## config.mk

```make
export PLATFORM = sky130hd
export DESIGN_NAME = multimode_counter
export DESIGN_NICKNAME = d
export VERILOG_FILES = /design/src/rtl/mmc_pkg.sv /design/src/rtl/mmc_input_decode.sv /design/src/rtl/mmc_control.sv /design/src/rtl/mmc_datapath.sv /design/src/rtl/multimode_counter.sv
export SDC_FILE = /design/constraint.sdc
export NUM_CORES = 1
export LEC_CHECK = 0
export ABC_AREA = 1
export BUFFER_PORTS_ARGS = -buffer_cell sky130_fd_sc_hd__buf_2
export CAP_MARGIN = 0
export CORE_MARGIN = 8
export CORE_UTILIZATION = 57
export CTS_CLUSTER_SIZE = 10
export DETAILED_ROUTE_END_ITERATION = 10
export PLACE_DENSITY = 0.79
export SYNTH_ARGS = -nofsm -noshare
export SYNTH_HDL_FRONTEND = slang
export SYNTH_SLANG_ARGS = --single-unit
```

## constraint.sdc

```tcl
create_clock -name clk -period 2.7 [get_ports clk]
set_input_delay 0.405 -clock clk [delete_from_list [all_inputs] [get_ports clk]]
set_output_delay 0.405 -clock clk [all_outputs]
set_load 0.02 [all_outputs]
```

## src/rtl/mmc_pkg.sv

```systemverilog
package mmc_pkg;
  localparam int unsigned STAT_W = 3;
  localparam int unsigned PRESC_SEL_W = 2;
  localparam int unsigned CTRL_W = 12;

  localparam int unsigned REG_CTRL    = 0;
  localparam int unsigned REG_STAT    = 1;
  localparam int unsigned REG_CMD     = 2;
  localparam int unsigned REG_PRELOAD = 3;
  localparam int unsigned REG_COMPARE = 4;
  localparam int unsigned REG_COUNT   = 5;

  typedef enum logic [1:0] {IN_INTERNAL, IN_UPDOWN, IN_DIRECTION, IN_QUAD} inSel_e;
  typedef enum logic [1:0] {CM_CYCLE, CM_DIVN, CM_SINGLE, CM_SPARE} cntMode_e;
  typedef enum logic [2:0] {CTL_NONE, CTL_LOAD, CTL_RESET, CTL_GATE, CTL_WATCHDOG,
                            CTL_SP5, CTL_SP6, CTL_SP7} ctlSel_e;

  typedef struct packed {
    logic     wrCount;
    logic     wrPreload;
    logic     wrCompare;
    logic     cmdLoad;
    logic     cmdReset;
    logic     ctlLoad;
    logic     ctlReset;
    logic     stepUp;
    logic     stepDn;
    logic     watchdog;
    cntMode_e mode;
  } dpStrobe_t;

  typedef struct packed {
    logic timeout;
    logic underflow;
    logic match;
  } dpEvent_t;
endpackage

```

## src/rtl/mmc_input_decode.sv

```systemverilog
module mmc_input_decode
  import mmc_pkg::*;
#(
  parameter int unsigned SYNC_STAGES = 2
) (
  input  logic                   clk,
  input  logic                   rstN,
  input  logic                   lineA,
  input  logic                   lineB,
  input  logic                   ctlLine,
  input  inSel_e                 inSel,
  input  logic [PRESC_SEL_W-1:0] prescSel,
  input  logic                   intDown,
  output logic                   rawUp,
  output logic                   rawDn,
  output logic                   ctlChange,
  output logic                   ctlLevel
);
  localparam int unsigned N_LINES = 3;
  localparam int unsigned PRESC_W = (1 << PRESC_SEL_W) - 1;

  logic [N_LINES-1:0] lineIn;
  logic [N_LINES-1:0] syncQ;
  logic [N_LINES-1:0] prevQ;
  logic [SYNC_STAGES-1:0] shReg [N_LINES];

  assign lineIn = {ctlLine, lineB, lineA};

  for (genvar i = 0; i < N_LINES; i++) begin : gSync
    always_ff @(posedge clk or negedge rstN) begin
      if (!rstN) shReg[i] <= '0;
      else       shReg[i] <= {shReg[i][SYNC_STAGES-2:0], lineIn[i]};
    end
    assign syncQ[i] = shReg[i][SYNC_STAGES-1];
  end

  always_ff @(posedge clk or negedge rstN) begin
    if (!rstN) prevQ <= '0;
    else       prevQ <= syncQ;
  end

  logic [PRESC_W-1:0] prescCnt;
  logic [PRESC_W-1:0] prescMask;
  logic tick;

  always_ff @(posedge clk or negedge rstN) begin
    if (!rstN) prescCnt <= '0;
    else       prescCnt <= prescCnt + 1'b1;
  end

  assign prescMask = PRESC_W'((32'd1 << prescSel) - 32'd1);
  assign tick = (prescCnt & prescMask) == '0;

  logic riseA, riseB, quadUp, quadDn;
  assign riseA = syncQ[0] & ~prevQ[0];
  assign riseB = syncQ[1] & ~prevQ[1];

  always_comb begin
    quadUp = 1'b0;
    quadDn = 1'b0;
    case ({prevQ[0], prevQ[1], syncQ[0], syncQ[1]})
      4'b0001, 4'b0111, 4'b1110, 4'b1000: quadUp = 1'b1;
      4'b0100, 4'b1101, 4'b1011, 4'b0010: quadDn = 1'b1;
      default: ;
    endcase
  end

  always_comb begin
    case (inSel)
      IN_INTERNAL:  begin rawUp = tick & ~intDown;  rawDn = tick & intDown;   end
      IN_UPDOWN:    begin rawUp = riseA & ~riseB;   rawDn = riseB & ~riseA;   end
      IN_DIRECTION: begin rawUp = riseA & ~syncQ[1]; rawDn = riseA & syncQ[1]; end
      default:      begin rawUp = quadUp;           rawDn = quadDn;           end
    endcase
  end

  assign ctlChange = syncQ[2] ^ prevQ[2];
  assign ctlLevel  = syncQ[2];
endmodule

```

## src/rtl/mmc_control.sv

```systemverilog
module mmc_control
  import mmc_pkg::*;
#(
  parameter int unsigned ADDR_W = 3,
  parameter int unsigned BE_W   = 4
) (
  input  logic                   clk,
  input  logic                   rstN,
  input  logic                   wrEn,
  input  logic [ADDR_W-1:0]      regAddr,
  input  logic [CTRL_W-1:0]      wrLow,
  input  logic [BE_W-1:0]        wrByteEn,
  input  logic                   rawUp,
  input  logic                   rawDn,
  input  logic                   ctlChange,
  input  logic                   ctlLevel,
  input  dpEvent_t               evt,
  output dpStrobe_t              strobe,
  output inSel_e                 inSel,
  output logic [PRESC_SEL_W-1:0] prescSel,
  output logic                   intDown,
  output logic [CTRL_W-1:0]      ctrlWord,
  output logic [STAT_W-1:0]      status,
  output logic                   irq
);
  logic [CTRL_W-1:0] ctrlQ;
  logic [STAT_W-1:0] statQ;
  logic fullWord, selCtrl, selStat, selCmd;
  ctlSel_e ctlSel;
  cntMode_e cntMode;
  logic matchIe, timeoutIe, isWd, gateOpen;

  assign fullWord = wrByteEn == '1;
  assign selCtrl  = wrEn && (regAddr == ADDR_W'(REG_CTRL));
  assign selStat  = wrEn && (regAddr == ADDR_W'(REG_STAT));
  assign selCmd   = wrEn && (regAddr == ADDR_W'(REG_CMD));

  assign inSel     = inSel_e'(ctrlQ[1:0]);
  assign cntMode   = cntMode_e'(ctrlQ[3:2]);
  assign ctlSel    = ctlSel_e'(ctrlQ[6:4]);
  assign prescSel  = ctrlQ[8:7];
  assign intDown   = ctrlQ[9];
  assign matchIe   = ctrlQ[10];
  assign timeoutIe = ctrlQ[11];

  assign isWd     = ctlSel == CTL_WATCHDOG;
  assign gateOpen = (ctlSel != CTL_GATE) || ctlLevel;

  always_ff @(posedge clk or negedge rstN) begin
    if (!rstN)        ctrlQ <= '0;
    else if (selCtrl) ctrlQ <= wrLow;
  end

  always_comb begin
    strobe.wrCount   = wrEn && fullWord && (regAddr == ADDR_W'(REG_COUNT));
    strobe.wrPreload = wrEn && fullWord && (regAddr == ADDR_W'(REG_PRELOAD));
    strobe.wrCompare = wrEn && fullWord && (regAddr == ADDR_W'(REG_COMPARE));
    strobe.cmdLoad   = selCmd && wrLow[0];
    strobe.cmdReset  = selCmd && wrLow[1];
    strobe.ctlLoad   = ctlChange && ((ctlSel == CTL_LOAD) || isWd);
    strobe.ctlReset  = ctlChange && (ctlSel == CTL_RESET);
    strobe.stepUp    = gateOpen && !isWd && rawUp;
    strobe.stepDn    = gateOpen && (isWd ? (rawUp || rawDn) : rawDn);
    strobe.watchdog  = isWd;
    strobe.mode      = cntMode;
  end

  logic [STAT_W-1:0] clrVec, setVec;
  assign clrVec = selStat ? wrLow[STAT_W-1:0] : '0;
  assign setVec = {evt.timeout, evt.underflow, evt.match};

  always_ff @(posedge clk or negedge rstN) begin
    if (!rstN) statQ <= '0;
    else       statQ <= (statQ & ~clrVec) | setVec;
  end

  assign ctrlWord = ctrlQ;
  assign status   = statQ;
  assign irq      = (statQ[0] & matchIe) | (statQ[2] & timeoutIe);
endmodule

```

## src/rtl/mmc_datapath.sv

```systemverilog
module mmc_datapath
  import mmc_pkg::*;
#(
  parameter int unsigned DATA_W = 32
) (
  input  logic              clk,
  input  logic              rstN,
  input  dpStrobe_t         strobe,
  input  logic [DATA_W-1:0] wrData,
  output logic [DATA_W-1:0] count,
  output logic [DATA_W-1:0] preload,
  output logic [DATA_W-1:0] compare,
  output dpEvent_t          evt
);
  logic [DATA_W-1:0] cntQ, cntNext, preQ, cmpQ;
  logic atZero, atOne, ufEvt, toEvt;

  assign atZero = cntQ == '0;
  assign atOne  = cntQ == DATA_W'(1);

  always_comb begin
    cntNext = cntQ;
    ufEvt   = 1'b0;
    toEvt   = 1'b0;
    if (strobe.wrCount)                        cntNext = wrData;
    else if (strobe.cmdReset)                  cntNext = '0;
    else if (strobe.cmdLoad || strobe.ctlLoad) cntNext = preQ;
    else if (strobe.ctlReset)                  cntNext = '0;
    else if (strobe.stepUp) begin
      if (!(atZero && strobe.mode == CM_SINGLE)) cntNext = cntQ + 1'b1;
    end else if (strobe.stepDn) begin
      if (strobe.watchdog) begin
        if (!atZero) begin
          cntNext = cntQ - 1'b1;
          toEvt   = atOne;
        end
      end else begin
        case (strobe.mode)
          CM_SINGLE: if (!atZero) cntNext = cntQ - 1'b1;
          CM_DIVN:   cntNext = (atZero || atOne) ? preQ : cntQ - 1'b1;
          default: begin
            cntNext = cntQ - 1'b1;
            ufEvt   = atZero;
          end
        endcase
      end
    end
  end

  always_ff @(posedge clk or negedge rstN) begin
    if (!rstN) begin
      cntQ <= '0;
      preQ <= '0;
      cmpQ <= '0;
    end else begin
      cntQ <= cntNext;
      if (strobe.wrPreload) preQ <= wrData;
      if (strobe.wrCompare) cmpQ <= wrData;
    end
  end

  assign evt.match     = (cntNext != cntQ) && (cntNext == cmpQ);
  assign evt.underflow = ufEvt;
  assign evt.timeout   = toEvt;
  assign count   = cntQ;
  assign preload = preQ;
  assign compare = cmpQ;
endmodule

```

## src/rtl/multimode_counter.sv

```systemverilog
module multimode_counter
  import mmc_pkg::*;
#(
  parameter int unsigned DATA_W      = 32,
  parameter int unsigned ADDR_W      = 3,
  parameter int unsigned SYNC_STAGES = 2
) (
  input  logic              clk,
  input  logic              rstN,
  input  logic              wrEn,
  input  logic [ADDR_W-1:0] regAddr,
  input  logic [DATA_W-1:0] wrData,
  input  logic [DATA_W/8-1:0] wrByteEn,
  output logic [DATA_W-1:0] rdData,
  input  logic              cntInA,
  input  logic              cntInB,
  input  logic              ctlIn,
  output logic              irq
);
  localparam int unsigned BE_W = DATA_W / 8;

  dpStrobe_t strobe;
  dpEvent_t  evt;
  inSel_e    inSel;
  logic [PRESC_SEL_W-1:0] prescSel;
  logic intDown, rawUp, rawDn, ctlChange, ctlLevel;
  logic [CTRL_W-1:0] ctrlWord;
  logic [STAT_W-1:0] statusBits;
  logic [DATA_W-1:0] cntValue, preloadValue, compareValue;

  mmc_input_decode #(.SYNC_STAGES(SYNC_STAGES)) uDecode (
    .clk(clk), .rstN(rstN), .lineA(cntInA), .lineB(cntInB), .ctlLine(ctlIn),
    .inSel(inSel), .prescSel(prescSel), .intDown(intDown),
    .rawUp(rawUp), .rawDn(rawDn), .ctlChange(ctlChange), .ctlLevel(ctlLevel)
  );

  mmc_control #(.ADDR_W(ADDR_W), .BE_W(BE_W)) uControl (
    .clk(clk), .rstN(rstN), .wrEn(wrEn), .regAddr(regAddr),
    .wrLow(wrData[CTRL_W-1:0]), .wrByteEn(wrByteEn),
    .rawUp(rawUp), .rawDn(rawDn), .ctlChange(ctlChange), .ctlLevel(ctlLevel),
    .evt(evt), .strobe(strobe), .inSel(inSel), .prescSel(prescSel),
    .intDown(intDown), .ctrlWord(ctrlWord), .status(statusBits), .irq(irq)
  );

  mmc_datapath #(.DATA_W(DATA_W)) uDatapath (
    .clk(clk), .rstN(rstN), .strobe(strobe), .wrData(wrData),
    .count(cntValue), .preload(preloadValue), .compare(compareValue), .evt(evt)
  );

  always_comb begin
    case (regAddr)
      ADDR_W'(REG_CTRL):    rdData = DATA_W'(ctrlWord);
      ADDR_W'(REG_STAT):    rdData = DATA_W'(statusBits);
      ADDR_W'(REG_PRELOAD): rdData = preloadValue;
      ADDR_W'(REG_COMPARE): rdData = compareValue;
      ADDR_W'(REG_COUNT):   rdData = cntValue;
      default:              rdData = '0;
    endcase
  end
endmodule

```

==> results of run 1 <==
## state kept, by name, indices dropped and copies added, names as in the netlist
name               count
uDecode.prescCnt       3
uDecode.ctlLevel       1
uControl.ctrlWord     12
uDatapath.preload     32
uDecode.prevQ          3
uDecode.shReg          5
uControl.status        3
uDatapath.count       32
uDatapath.compare     32
## layout by cell type, fill, tap and decap left out, types with 3 or more instances in the layout
| cell | count |
|---|---|
| dfrtp_1 | 116 |
| nand4_1 | 28 |
| clkbuf_16 | 17 |
| o221ai_1 | 20 |
| nand2_4 | 10 |
| buf_8 | 3 |
| a221o_1 | 4 |
| dfrtp_2 | 7 |
| a21oi_2 | 7 |
| ha_1 | 9 |
| buf_6 | 11 |
| inv_1 | 185 |
| nand2_1 | 663 |
| o21ai_0 | 121 |
| nand3_1 | 169 |
| nor3_1 | 18 |
| clkinv_1 | 6 |
| a221oi_1 | 3 |
| nand3_4 | 3 |
| nor2_4 | 24 |
| buf_12 | 20 |
| o22ai_1 | 12 |
| buf_4 | 333 |
| inv_6 | 3 |
| inv_2 | 7 |
| nor3_2 | 6 |
| nor4_1 | 5 |
| xor2_1 | 39 |
| xnor2_1 | 3 |
| o21ai_1 | 10 |
| nor2_2 | 30 |
| clkinv_2 | 3 |
| buf_2 | 76 |
| a21oi_1 | 103 |
| nand3_2 | 7 |
| nor2_1 | 127 |
| nand2_2 | 68 |
| clkinv_4 | 3 |
## routing by layer
metal  vias to the layer above  GRT usage  wire length [um]
met4                         0     0.2302              3102
met2                      1346     0.6465             22580
met3                       332     0.1652              8458
met5                         -          0                 0
met1                      7083     0.5445             19850
li1                       6917          -                 -
## cell families after synthesis
kind of cell / after synthesis / synth area share
AOI/OAI and AO/OA: 289 / 0.1415
xor gates and xnor gates: 43 / 0.03330
adders and majority gates: 11 / 0.01217
buffers and inverters: 298 / 0.1098
DFF: 123 / 0.2721
and+or+nand+nor: 1161 / 0.4311
## timing repair
item / 4_1_cts / 5_1_grt
hold endpoints to repair: 30 / 0
endpoints found under the setup margin: 1 / 4
gates resized for setup: 126 / 53
cloned: 1 / 0
hold buffers: 1 / 0
buffers inserted: 37 / 8
pin swaps: 53 / 30
## power by group
part	leakage [nW]	internal (mW)	switching (mW)
Combinational	6.25	4.36	6.72
Clock	0.281	1.40	1.05
Sequential	1.58	2.23	0.393
Total	8.12	7.98	8.16
## layout make-up
| type | count | area [um^2] |
|---|---|---|
| Multi-Input combinational cell | 1505 | 7530 |
| Fill cell | 1336 | 3722 |
| Timing Repair Buffer | 444 | 3460 |
| Sequential cell | 123 | 3087 |
| Inverter | 199 | 748.2 |
| Clock buffer | 20 | 446.7 |
| Tap cell | 265 | 331.6 |
| Clock inverter | 12 | 137.6 |
## worst paths after layout
kind / to / depth (start not counted) / slack [ns]
max in group asynchronous: uDatapath.count[3]$_DFF_PN0_ / 3 / 1.44
hold reg to reg: uDecode.shReg[5]$_DFF_PN0_ / 0 / 0.35
hold / removal: uDecode.shReg[0]$_DFF_PN0_ / 1 / 0.07
min in group asynchronous: uDatapath.preload[5]$_DFFE_PN0P_ / 2 / 0.48
setup reg to reg: uControl.status[0]$_DFF_PN0_ / 26 / -0.49
setup / recovery: uControl.status[0]$_DFF_PN0_ / 26 / -0.49
## synthesized netlist by cell type
library cell / instances / share of area
a21oi_4: 1 / 0.0014
nand3b_1: 1 / 0.00066
inv_1: 188 / 0.062
buf_6: 6 / 0.0060
xnor2_1: 3 / 0.0023
clkbuf_2: 2 / 0.00088
nor2_2: 10 / 0.0055
o22ai_1: 12 / 0.0066
nand2_4: 2 / 0.0020
nand2_2: 17 / 0.0094
a21oi_1: 111 / 0.049
nor4_1: 5 / 0.0028
a31oi_1: 1 / 0.00055
nor2_8: 1 / 0.0018
dfrtp_1: 123 / 0.27
a22o_1: 1 / 0.00077
nand3_1: 179 / 0.079
o32ai_2: 1 / 0.0014
nor2_1: 164 / 0.054
buf_2: 40 / 0.018
o221ai_1: 20 / 0.015
clkbuf_1: 44 / 0.015
nand2_1: 722 / 0.24
o21ai_0: 125 / 0.055
nand4_1: 28 / 0.015
nor2_4: 6 / 0.0060
nor3_1: 21 / 0.0093
buf_4: 7 / 0.0046
a221o_1: 4 / 0.0035
o31ai_1: 1 / 0.00066
ha_1: 11 / 0.012
nor3_4: 1 / 0.0014
clkinv_1: 7 / 0.0023
o21ai_1: 8 / 0.0035
nor3_2: 4 / 0.0035
a221oi_1: 3 / 0.0023
inv_2: 4 / 0.0013
o211ai_1: 1 / 0.00066
xor2_1: 40 / 0.031
==> results_dict.tcl, run 1 <==
set metrics [dict create \
    outcome "finished, violations left" \
    failed_checks "design-rule violations, negative setup slack" \
    final.setup.tns_ns -0.4906 \
    leakagePower_nw 8.118 \
    hold_class "in2reg" \
    clock_latency_ns 0.44 \
    drc 5 \
    overflow 0 \
    syn_to_final_growth_pct 39.16 \
    cpPeakStageDelay_ns 0.42 \
    period_share 1.182 \
    path_max_fanout 6 \
    max_slew_margin 0.3041 \
    syn_avg_cell_area_um2 5.876 \
    netlist-cell-type-count 39 \
    globalplace.congestion 1.070 \
    clockBufferDepth 2 \
    dp_hpwl_mm 39.28 \
    tritoncts "done" \
    drtIter0Drc 2467 \
    cts_root_buffer "clkbuf_16" \
    fin_crit_ns 3.191 \
    hold_viol 0 \
    chipHeight_um 156.9 \
    rr_startpoint "uControl.ctrlWord[0]$_DFFE_PN0P_" \
    yosysWarnings 0 \
    route.vias.total 15678 \
    wl_per_cell_um 21.03 \
    n_antenna_cell 0 \
    p_total_mw 16.14 \
    syn_nets 1981 \
    ys_ff_latch 123 \
    cts_buffers 17 \
    port_buffers 77 \
    vias_per_cell 6.105 \
    fin_area_um2 15740 \
    die_w_um 156.9 \
    setup_violations 1 \
    start_util 0.5812 \
    h-tree-depth 4 \
    layout_setup_ws_ns -0.4906 \
    ant_nets 0 \
    start_kind "flip-flop" \
    grt_pass1_wl_mm 82.71 \
    syn-cell-area_um2 11310 \
    holdWs_ns 0.07471 \
    path_buf_inv 6 \
    placed_cells 2489 \
    fin_skew_ns 0.02097 \
    worstHoldStart "ctlIn" \
    netlist_instances 1925 \
    ir_worst_vdd_uv 676.0 \
    first_pass_iters 11 \
    rsz0062_at_grt "yes" \
    yosysSeqAreaShare 0.2721 \
    max_freq_mhz 313.4 \
    crit_type "reg2reg" \
    crit_family "simple AND/OR/NAND/NOR gates" \
    worstSetupStartpoint "uControl.ctrlWord[0]$_DFFE_PN0P_" \
    nets 2346 \
    powerDensity_nw_per_um2 1025 \
    first_global_vias 15098 \
    rows 51 \
    layout.cells.non_filler 2568 \
    place_worst_setup_slack_ns -0.5215 \
    drv_slew 0 \
    drive_gt1_frac 0.2840 \
    dpl_cell_area_um2 14190 \
    end_kind "flip-flop" \
    dieArea_um2 24610 \
    cpMaxStageDelayCell "dfrtp_1" \
    worst_pin_slew_ns 1.043 \
    grt_max_degree 66 \
    worstPathRequired_ns 3.02 \
    crit_top_cell "nand2_1" \
    wirelength_mm 53.99 \
    core-area_um2 19460 \
    maxCapViolCount 0 \
    grt_usage 0.4375 \
    clk_pin_slew_ns 0.06 \
    fin_util 0.8087 \
    numClockSinks 123 \
    antenna_found_initial 0 \
    worstPathArrival_ns 3.51 \
    io_pins 78 \
]
(Power assumes the default switching activity.)
==> run 2, diff against run 1 <==
Settings changed: CELL_PAD_IN_SITES_DETAIL_PLACEMENT from default to 0, CELL_PAD_IN_SITES_GLOBAL_PLACEMENT from default to 1, CORE_UTILIZATION 57 to 39, PLACE_DENSITY 0.79 to default, PLACE_DENSITY_LB_ADDON from default to 0.1.
==> results_dict.tcl, run 2 (synthesis gave the netlist of run 1 again) <==
set metrics [dict create \
    wl_per_cell_um 20.15 \
    holdWs_ns 0.06714 \
    grt_max_degree 65 \
    fin_crit_ns 3.204 \
    p_sw_mw 7.951 \
    overflow 0 \
    rows 62 \
    hold_viol 0 \
    port_buffers 77 \
    syn_to_final_growth_pct 41.37 \
    ir_worst_vdd_uv 486.8 \
    drive_gt1_frac 0.2949 \
    max_slew_margin 0.4626 \
    core-area_um2 28630 \
    vias_per_cell 5.387 \
    fin_skew_ns 0.02487 \
    worst_pin_slew_ns 0.8052 \
    failed_checks "negative setup slack" \
    final_cell_mix "nand2_1 (626), buf_4 (305), inv_1 (186)" \
    maxCapViolCount 0 \
    leakagePower_nw 8.120 \
    start_kind "flip-flop" \
    hold_class "in2reg" \
    powerDensity_nw_per_um2 998.2 \
    drtIter0Drc 1515 \
    seqPwrFrac 0.161 \
    seqCellArea_um2 3087 \
    grt_usage 0.2989 \
    h-tree-depth 4 \
    cts_root_buffer "clkbuf_16" \
    drc 0 \
    cpMaxStageDelayCell "dfrtp_2" \
    r2r_slack_ns -0.50 \
    cpPeakStageDelay_ns 0.45 \
    multiInputGateArea_um2 7630 \
    rsz0062_at_grt "yes" \
    clk_pin_slew_ns 0.07 \
    globalplace.congestion 0.9982 \
    worstPathArrival_ns 3.58 \
    first_global_vias 13367 \
    max_freq_mhz 312.1 \
    tritoncts "done" \
    io_pins 78 \
    internal_power_mw 8.010 \
    ant_nets 0 \
    wirelength_mm 53.73 \
    n_antenna_cell 0 \
    path_max_fanout 9 \
    cts_buffers 17 \
    drv_slew 0 \
    period_share 1.187 \
    fill_cells 2956 \
    crit_top_cell "nand2_1" \
    first_pass_iters 6 \
    dieArea_um2 34710 \
    crit_type "reg2reg" \
    pwr-share-comb 0.686 \
    numClockSinks 123 \
    pwr-share-clk 0.152 \
    setup_violations 1 \
    end_kind "flip-flop" \
    dp_hpwl_mm 41.81 \
    outcome "finished, violations left" \
    grt_pass1_wl_mm 80.67 \
    clockBufferDepth 2 \
    worstPathRequired_ns 3.08 \
    chipHeight_um 186.3 \
    route.vias.total 14361 \
    fin_util 0.5586 \
    clock_latency_ns 0.44 \
    die_w_um 186.3 \
    nets 2325 \
    start_util 0.3951 \
    antenna_found_initial 0 \
    switching_share 0.4981 \
    layout_setup_ws_ns -0.5039 \
    mostFrequentLayoutCell "nand2_1" \
]
run 2: cell count changes in the layout (fill, tap and decap cells not counted), sizes merged:
cell,delta
clkbuf,-1
clkinvlp,-1
inv,+4
bufbuf,+4
clkinv,-2
buf,-25
run 2: area by class of cell:
type | instances | area share
inverters | 199 | 0.04695
clock inverters | 13 | 0.009624
multi-input cells | 1505 | 0.4772
well taps | 384 | 0.03005
repair buffers | 423 | 0.2149
flip-flops and latches | 123 | 0.1930
clock buffers | 19 | 0.02833
run 2: worst max-delay path: cells and delay by family (launching register included):
family	cells	cell delay (ns)
DFF	1	0.45
and+or+nand+nor	19	1.86
xor gates and xnor gates	1	0.16
buffers and inverters	3	0.40
AOI/OAI and AO/OA	2	0.28
run 2: power by group through the flow:
stage	Combinational, mW	Sequential (mW)	Clock, mW
2_1_floorplan	5.45	2.41	0
3_3_place_gp	9.57	2.56	0
3_5_place_dp	9.59	2.57	0
4_1_cts	10.1	2.55	2.46
5_1_grt	11.8	2.62	2.54
6_report	11.0	2.58	2.43
run 2: timing repair:
item / 4_1_cts / 5_1_grt
endpoints found under the setup margin: 2 / 10
hold endpoints to repair: 39 / 0
resized for setup: 81 / 138
setup buffers: 25 / 14
hold buffers: 1 / 0
cloned: 6 / 0
pin swaps: 18 / 75
run 2: path summary, 6_finish.rpt:
check / from / endpoint / cells past startpoint
max in group asynchronous: rstN / uDatapath.count[3]$_DFF_PN0_ / 3
worst max register to register: uDatapath.count[4]$_DFF_PN0_ / uControl.status[0]$_DFF_PN0_ / 25
min in group asynchronous: rstN / uDecode.prescCnt[1]$_DFF_PN0_ / 2
worst min-delay path: ctlIn / uDecode.shReg[0]$_DFF_PN0_ / 1
worst max-delay path: uDatapath.count[4]$_DFF_PN0_ / uControl.status[0]$_DFF_PN0_ / 25
worst min register to register: uDecode.shReg[0]$_DFF_PN0_ / uDecode.ctlLevel$_DFF_PN0_ / 0
run 2: stage by stage:
| step | power (mW) | std cells | setup TNS (ns) | setup WS (ns) | cell area (um^2) |
|---|---|---|---|---|---|
| global route | 16.96 | 2666 | -0.6931 | -0.6931 | 15990 |
| floorplan | 7.855 | 1925 | 0 | 0.02237 | 11310 |
| finish | 15.96 | 2666 | -0.5039 | -0.5039 | 15990 |
| global placement | 12.13 | 2589 | -0.7174 | -0.7174 | 14210 |
| CTS | 15.07 | 2653 | -0.4022 | -0.4022 | 15490 |
| detailed placement | 12.16 | 2589 | -0.7812 | -0.7581 | 14210 |
run 2: layer usage:
layer	up-vias	track usage	wire length [um]
li1	6881	-	-
met1	6745	0.4448	25450
met2	667	0.4154	21520
met3	68	0.08240	5855
met4	0	0.07174	909
met5	-	0	0
==> run 3, diff against run 2 <==
Settings changed: CORE_UTILIZATION 39 to 47.
Clock period 2.7 ns to 3.7 ns, I/O delays scaled along.
==> results_dict.tcl, run 3 (synthesis gave the netlist of run 1 again) <==
set metrics [dict create \
    numClockSinks 123 \
    core-area_um2 23540 \
    ant_nets 0 \
    crit_family "simple AND/OR/NAND/NOR gates" \
    cpMaxStageDelayCell "dfrtp_1" \
    max_slew_margin 0.1792 \
    overflow 0 \
    fin_skew_ns 0.01348 \
    path_max_fanout 55 \
    worst_pin_slew_ns 1.227 \
    n_antenna_cell 0 \
    fin_area_um2 12940 \
    final_cell_mix "nand2_1 (718), inv_1 (187), nand3_1 (178)" \
    mostFrequentLayoutCell "nand2_1" \
    clock_latency_ns 0.43 \
    cts_buffers 17 \
    p_total_mw 9.658 \
    powerDensity_nw_per_um2 746.2 \
    path_buf_inv 4 \
    drv_slew 0 \
    antenna_found_initial 1 \
    chipHeight_um 171.1 \
    wirelength_mm 48.75 \
    nets 2053 \
    worstPathArrival_ns 3.82 \
    h-tree-depth 4 \
    outcome "completed" \
    first_global_vias 12271 \
    start_kind "flip-flop" \
    worstPathRequired_ns 4.02 \
    place_worst_setup_slack_ns 0.1001 \
    crit_chain "inv_2 -> nor2_1 -> inv_1 -> nor3_2 -> inv_1 -> nand3_1 -> nor2_4 -> buf_12 -> a21oi_1 -> nand2_1 -> nand2_1 -> nand2_1 -> nand2_1 -> nand2_2 -> nand2_1 -> nand2_1 -> nor2_1 -> nand3_1 -> nor2_2 -> nand3_1 -> nand2_1 -> nand2_1" \
    layout_setup_ws_ns 0.1955 \
    drtIter0Drc 2122 \
    io_pins 78 \
    dpl_cell_area_um2 12240 \
    clockBufferDepth 2 \
    leakagePower_nw 6.529 \
    vias_per_cell 5.766 \
    drc 0 \
    drive_gt1_frac 0.1244 \
    rows 56 \
    dp_hpwl_mm 36.82 \
    wl_per_cell_um 20.93 \
    route.vias.total 13430 \
    dieArea_um2 29290 \
    holdBufCountCts 0 \
    cts_root_buffer "clkbuf_16" \
    globalplace.congestion 1.064 \
    clk_pin_slew_ns 0.07 \
    crit_type "reg2reg" \
    grt_pass1_wl_mm 73.64 \
    hold_class "in2async" \
    first_pass_iters 5 \
    grt_max_degree 71 \
    fin_crit_ns 3.505 \
    start_util 0.4804 \
    tritoncts "done" \
    syn_to_final_growth_pct 14.44 \
    die_w_um 171.1 \
    crit_top_cell "nand2_1" \
    ir_worst_vdd_uv 405.8 \
    cpPeakStageDelay_ns 0.50 \
    setup_violations 0 \
    max_freq_mhz 285.3 \
    maxCapViolCount 0 \
    end_kind "flip-flop" \
    hold_viol 0 \
    grt_usage 0.3323 \
    period_share 0.9472 \
    port_buffers 77 \
]
run 3: cell types whose count changed in the layout (fill, tap and decap cells not counted), moves of 17 or more:
| cell | delta |
|---|---|
| nor2_4 | -17 |
| nand2_1 | +92 |
| buf_4 | -236 |
| buf_12 | -17 |
| nand2_2 | -83 |
| nor2_2 | -19 |
| nor2_1 | +35 |
run 3: cell type report:
class,instances,area (um^2)
inverters,199,747.0
clock inverters,15,190.2
clock buffers,17,425.4
flip-flops and latches,123,3080
well taps,319,399.1
fillers,2514,10600
multi-input cells,1504,7067
repair buffers,152,1035
run 3: report_power, final:
part           total (mW)  internal (mW)  switching (mW)  leakage [nW]
registers            2.03           1.62           0.418          1.59
clock network        1.85           1.04           0.810         0.303
logic                5.78           1.82            3.96          4.64
run 3: final timing paths:
path | from | endpoint | slack [ns] | cells past startpoint
setup / recovery | uControl.ctrlWord[5]$_DFFE_PN0P_ | uControl.status[0]$_DFF_PN0_ | 0.20 | 22
hold / removal | rstN | uDecode.shReg[0]$_DFF_PN0_ | 0.18 | 1
setup reg to reg | uControl.ctrlWord[5]$_DFFE_PN0P_ | uControl.status[0]$_DFF_PN0_ | 0.20 | 22
hold reg to reg | uDecode.shReg[0]$_DFF_PN0_ | uDecode.ctlLevel$_DFF_PN0_ | 0.35 | 0
max in group asynchronous | rstN | uDatapath.count[27]$_DFF_PN0_ | 2.63 | 2
min in group clk | ctlIn | uDecode.shReg[0]$_DFF_PN0_ | 0.23 | 1
run 3: routing by layer:
metal | up-vias | GRT usage | share of wire
met1 | 6191 | 0.4968 | 0.45
met2 | 837 | 0.4518 | 0.39
met4 | 2 | 0.08053 | 0.019
met3 | 71 | 0.1014 | 0.14
li1 | 6329 | - | -
met5 | - | 0 | 0.00027
run 3: per-stage QoR:
step | hold WS [ns] | utilization | instances | setup TNS, ns
floorplan | 0.2594 | - | 1925 | 0
global placement | 0.3324 | 0.5199 | 2294 | 0
detailed placement | 0.3364 | 0.5199 | 2294 | 0
CTS | 0.2240 | 0.5461 | 2326 | 0
global route | 0.2281 | 0.5498 | 2329 | -0.02061
finish | 0.1802 | 0.5498 | 2329 | 0
run 3: timing repair:
item | in CTS | in global routing
setup buffers | 0 | 2
resized for setup | 0 | 18
hold endpoints to repair | 0 | 0
setup endpoints to repair | 0 | 1
